===== config.mk =====
export PLATFORM = sky130hd
export DESIGN_NAME = tport_mux
export DESIGN_NICKNAME = d
export VERILOG_FILES = /design/src/rtl/tport_pkg.sv /design/src/rtl/tport_l3_fsm.sv /design/src/rtl/tport_regs.sv /design/src/rtl/tport_line.sv /design/src/rtl/tport_mux.sv
export SDC_FILE = /design/constraint.sdc
export NUM_CORES = 1
export LEC_CHECK = 0
export BUFFER_PORTS_ARGS = -buffer_cell sky130_fd_sc_hd__buf_2
export CORE_MARGIN = 3
export CORE_UTILIZATION = 47
export DETAILED_ROUTE_END_ITERATION = 12
export PLACE_DENSITY_LB_ADDON = 0.05
export REMOVE_ABC_BUFFERS = 1
export SLEW_MARGIN = 40
export SYNTH_ARGS = -nofsm -noshare
export SYNTH_HDL_FRONTEND = slang
export SYNTH_SLANG_ARGS = --single-unit

===== constraint.sdc =====
create_clock -name clk -period 1.4 [get_ports clk]
set_clock_uncertainty 0.05 [all_clocks]
set_input_delay 0.07 -clock clk [delete_from_list [all_inputs] [get_ports clk]]
set_output_delay 0.07 -clock clk [all_outputs]
set_load 0.02 [all_outputs]

===== src/rtl/tport_pkg.sv =====
package tport_pkg;
    localparam int ADDR_W = 2;
    localparam logic [ADDR_W-1:0] A_DATA  = 2'd0;
    localparam logic [ADDR_W-1:0] A_DIR   = 2'd1;
    localparam logic [ADDR_W-1:0] A_MODE  = 2'd2;
    localparam logic [ADDR_W-1:0] A_SHARE = 2'd3;

    typedef enum logic {
        L3_CMP = 1'b0,
        L3_CAP = 1'b1
    } l3_state_e;
endpackage


===== src/rtl/tport_l3_fsm.sv =====
module tport_l3_fsm
    import tport_pkg::*;
(
    input  logic clk,
    input  logic rst_n,
    input  logic mode_wr,
    input  logic mode_sel,
    output logic cap_mode
);
    l3_state_e state_q, state_d;

    always_ff @(posedge clk) begin
        if (!rst_n) state_q <= L3_CMP;
        else        state_q <= state_d;
    end

    always_comb begin
        state_d = state_q;
        if (mode_wr) begin
            unique case (state_q)
                L3_CMP: if (mode_sel)  state_d = L3_CAP;  // to_cap
                L3_CAP: if (!mode_sel) state_d = L3_CMP;  // to_cmp
                default: state_d = L3_CMP;
            endcase
        end
    end

    always_comb begin
        unique case (state_q)
            L3_CMP:  cap_mode = 1'b0;
            L3_CAP:  cap_mode = 1'b1;
            default: cap_mode = 1'b0;
        endcase
    end
endmodule


===== src/rtl/tport_regs.sv =====
module tport_regs
    import tport_pkg::*;
#(
    parameter int W = 8
) (
    input  logic              clk,
    input  logic              rst_n,
    input  logic              wr_en,
    input  logic [ADDR_W-1:0] wr_addr,
    input  logic [W-1:0]      wr_data,
    input  logic [W-1:0]      pin_in,
    input  logic              share_lock,
    output logic [W-1:0]      data_q,
    output logic [W-1:0]      dir_q,
    output logic [W-1:0]      share_q
);
    always_ff @(posedge clk) begin
        if (!rst_n) begin
            data_q  <= pin_in;
            dir_q   <= '0;
            share_q <= '0;
        end else if (wr_en) begin
            unique case (wr_addr)
                A_DATA:  data_q <= wr_data;
                A_DIR:   dir_q  <= wr_data;
                A_SHARE: if (!share_lock) share_q <= wr_data;
                default: ;
            endcase
        end
    end
endmodule


===== src/rtl/tport_line.sv =====
module tport_line (
    input  logic dir,
    input  logic data,
    input  logic cmp_take,
    input  logic cmp_bit,
    input  logic pad,
    output logic oe,
    output logic drv,
    output logic level,
    output logic rd_bit
);
    always_comb begin
        oe     = cmp_take | dir;
        drv    = cmp_take ? cmp_bit : data;
        level  = oe ? drv : pad;
        rd_bit = dir ? data : pad;
    end
endmodule


===== src/rtl/tport_mux.sv =====
module tport_mux
    import tport_pkg::*;
#(
    parameter int          W           = 8,
    parameter int          SHARED_LINE = 3,
    parameter int          ACC_LINE    = 7,
    parameter logic [7:0]  CMP_MASK    = 8'hF8,
    localparam int         CAP_N       = SHARED_LINE + 1
) (
    input  logic              clk,
    input  logic              rst_n,
    input  logic              wr_en,
    input  logic [ADDR_W-1:0] wr_addr,
    input  logic [W-1:0]      wr_data,
    input  logic [ADDR_W-1:0] rd_addr,
    output logic [W-1:0]      rd_data,
    input  logic [W-1:0]      cmp_en,
    input  logic [W-1:0]      cmp_val,
    input  logic [W-1:0]      pin_in,
    output logic [W-1:0]      pin_oe,
    output logic [W-1:0]      pin_out,
    output logic [CAP_N-1:0]  cap_o,
    output logic              acc_o
);
    logic [W-1:0] data_q, dir_q, share_q;
    logic [W-1:0] cmp_take, level, rd_bits;
    logic         l3_cap;

    tport_l3_fsm u_fsm (
        .clk      (clk),
        .rst_n    (rst_n),
        .mode_wr  (wr_en && wr_addr == A_MODE),
        .mode_sel (wr_data[0]),
        .cap_mode (l3_cap)
    );

    tport_regs #(.W(W)) u_regs (
        .clk        (clk),
        .rst_n      (rst_n),
        .wr_en      (wr_en),
        .wr_addr    (wr_addr),
        .wr_data    (wr_data),
        .pin_in     (pin_in),
        .share_lock (l3_cap),
        .data_q     (data_q),
        .dir_q      (dir_q),
        .share_q    (share_q)
    );

    for (genvar i = 0; i < W; i++) begin : g_line
        if (i == SHARED_LINE) begin : g_shared
            assign cmp_take[i] = CMP_MASK[i] && cmp_en[i] && !l3_cap;
        end else begin : g_plain
            assign cmp_take[i] = CMP_MASK[i] && cmp_en[i];
        end
        tport_line u_line (
            .dir      (dir_q[i]),
            .data     (data_q[i]),
            .cmp_take (cmp_take[i]),
            .cmp_bit  (cmp_val[i]),
            .pad      (pin_in[i]),
            .oe       (pin_oe[i]),
            .drv      (pin_out[i]),
            .level    (level[i]),
            .rd_bit   (rd_bits[i])
        );
    end

    for (genvar c = 0; c < SHARED_LINE; c++) begin : g_cap
        assign cap_o[c] = level[c];
    end
    assign cap_o[SHARED_LINE] = l3_cap & level[SHARED_LINE];
    assign acc_o = level[ACC_LINE];

    always_comb begin
        unique case (rd_addr)
            A_DATA:  rd_data = rd_bits;
            A_DIR:   rd_data = dir_q;
            A_MODE:  rd_data = {{(W-1){1'b0}}, l3_cap};
            A_SHARE: rd_data = share_q;
            default: rd_data = '0;
        endcase
    end
endmodule


==> flow_summary_export.csv <==
group,metric,value,unit
cts,cts_made_buffers,3,
synth,synth-seq-area-share,38.73,%
timing,setup_ws,-0.3364,ns
routing,drc,0,
placed_design,place_congestion,0.7714,
cts,clock_latency,0.32,ns
cells_and_area,regArea,594.3,sq um
routing,drt_iter0_markers,62,
synth,synth-seq-cells,25,
power,power,1635,uW
grt,grt_pass1_wl,6182,um
setup_path,cp-end-kind,"output port",
timing,max_freq,575.9,MHz
cts,tritoncts,"done",
routing,wl_met2,1950,um
timing,hold_viol,0,
floorplanning,start_util,51.68,%
placed_design,port_buffers,61,
cts,clock_path_buffers,2,
setup_path,criticalPathCategory,"reg -> out",
cells_and_area,areaGrowthSynthToFinish,35.14,%
power,ir_worst_vdd,0.0005281,V
synth,netlist_instances,162,
placed_design,pre_cts_slack,0.01391,ns
setup_path,r2r_setup_slack,0.19,ns
synth,synth_top_area_share,22.70,%
setup_path,cp.required,1.28,ns
synth,synth.cell_area,0.001499,sq mm
routing,routed.top_layer,"met4",
cells_and_area,antenna_cells,0,
routing,dr_wl_met3,203,um
synth,yosys.area.top_type,"dfxtp_1",
routing,wl_met1,1506,um
cells_and_area,multiInputGateArea,769.5,sq um
status,violations,"negative setup slack",
routing,first_pass_iters,4,
grt,grt_max_degree,19,
timing,tightest_slew,0.3877,ns
setup_path,path_max_fanout,2,
routing,ant_nets,0,
status,outcome,"finished with violations",
cts,cts_root_buf,"clkbuf_4",
cells_and_area,nets,265,
timing,final.period_utilization,124.0,%
timing,whs,0.01036,ns
cells_and_area,drive_gt1_share,48.44,%
cells_and_area,final_util,69.84,%
timing,rsz0062_at_grt,"true",
cts,htree_levels,1,
grt,antenna_found_initial,0,
setup_path,critPathLaunchType,"flop",
grt,grt_use_total,19.55,%
timing,period_minus_slack,1.736,ns
timing,final_max_slew_viol_count,0,
grt,grt_pass1_vias,1368,
floorplanning,rows,19,
power,power_density,806.9,mW/mm^2
power,p_leak,0.0009411,uW
floorplanning,die_w,62.48,um
timing,setup_viol,5,
cts,cts.sink_count,25,
run,cap_violations,0,
synth,avgSynthCellArea,9.253,sq um
routing,vias_per_cell,5.071,
cts,cts.clk_slew.worst_paths,0.14,ns
setup_path,cp.arrival,1.62,ns
floorplanning,dieArea,0.003903,sq mm
routing,wirelength,3736,um
routing,wire_per_inst,13.99,um
floorplanning,core-area,0.002900,sq mm
timing,timing.slew.headroom,74.01,%
placed_design,dp_hpwl,2544,um
floorplanning,io-pin-count,68,
synth,yosysUniqueCellTypes,21,
cells_and_area,fillCellCount,248,
grt,grt-ovfl-total,0,
synth,yosys_warnings,0,
worst_hold_path,min_path_type,"in -> reg",
routing,routed-via-count,1354,
synth,yosys-top-cells-area,"dfxtp_1 23%, edfxtp_1 16%, buf_4 9.5%",
floorplanning,chipHeight,62.48,um
kinds of logic (layout without fill, tap and decap cells):
logic type             Yosys count  in the layout  synth area share [%]
flip-flops                      25             25                 38.73
multiplexers                    25             25                 18.78
buffers and inverters           31             94                 12.77
AO/OA/AOI/OAI                   31             31                 12.94
AND/OR/NAND/NOR                 50             50                 16.78
cell usage after synthesis:
cell and n:
nand2_1 28, buf_4 19, o21ai_0 18, dfxtp_1 17
mux2i_1 12, mux2_2 11, nor2b_1 10, a21boi_0 8
edfxtp_1 8, inv_1 5, o31a_1 5, clkbuf_1 4
or2_2 4, buf_2 3, nand2b_1 3, nand3b_1 2
and2_1 1, and4b_1 1, mux2_4 1, mux4_2 1
nand4b_1 1
flip-flops by register name (all words and copies together) (netlist names):
signal	flops
u_regs.data_q	8
u_regs.dir_q	8
u_regs.share_q	8
u_fsm.state_q	1
critical path, cell delays in order, from the launching register on:
cell and delay, ns:
edfxtp_1 0.40, mux2_4 0.27, mux4_2 0.47, buf_6 0.15
layout by cell type (no fill, tap or decap), types with 3 or more instances in the layout:
master | synthesis | routed
nand2_1 | 28 | 28
buf_6 | 0 | 6
mux2_2 | 11 | 6
o21ai_1 | 0 | 9
mux2_4 | 1 | 6
buf_4 | 19 | 19
o21ai_2 | 0 | 3
o21ai_0 | 18 | 6
buf_2 | 3 | 50
dlygate4sd3_1 | 0 | 10
a21boi_0 | 8 | 8
nor2b_1 | 10 | 10
inv_1 | 5 | 5
dfxtp_1 | 17 | 8
o31a_1 | 5 | 5
clkbuf_4 | 0 | 3
edfxtp_1 | 8 | 8
dfxtp_2 | 0 | 8
mux2i_1 | 12 | 12
per-layer routing:
| layer | track usage, % | up-vias |
|---|---|---|
| met3 | 3.237 | 8 |
| met4 | 8.264 | 0 |
| met1 | 21.49 | 633 |
| li1 | - | 663 |
| met5 | 0 | - |
| met2 | 36.62 | 50 |
worst paths after layout:
check | start | end | cells past startpoint
min reg2reg | u_regs.share_q[1]$_SDFFE_PN0P_ | u_regs.share_q[1]$_SDFFE_PN0P_ | 2
max reg2reg | u_fsm.state_q$_SDFFE_PN0P_ | u_regs.share_q[3]$_SDFFE_PN0P_ | 3
max | u_regs.data_q[0]$_DFFE_PP_ | rd_data[0] | 3
min | pin_in[0] | u_regs.data_q[0]$_DFFE_PP_ | 2
area by class of cell:
type / instances / area share (%)
multi-input cells: 106 / 37.99
repair buffers: 85 / 27.67
clock inverters: 1 / 0.3706
flip-flops and latches: 25 / 29.34
clock buffers: 3 / 1.112
inverters: 5 / 0.9265
well taps: 42 / 2.594
repair_timing:
action	CTS	global route
gates resized for setup	37	13
endpoints found under the hold margin	23	0
hold buffers	10	0
setup buffers	5	2
pin swaps	1	9
endpoints found under the setup margin	10	12
where the power goes:
| part | internal (uW) | switching [uW] | leakage (uW) | total [uW] |
|---|---|---|---|---|
| clock network | 109 | 236 | 0.0000139 | 345 |
| logic | 233 | 234 | 0.000705 | 468 |
| registers | 795 | 26.4 | 0.000222 | 822 |
| total | 1140 | 497 | 0.000941 | 1630 |
stage by stage:
step,TNS (ns),std cells,area (sq um)
after floorplan,-0.1442,136,1326
after global placement,0,246,1737
after detailed placement,0,246,1737
after CTS,-0.7823,265,1972
after global routing,-1.378,267,2026
final,-0.8037,267,2026
Power figures use the tool's default switching activity.
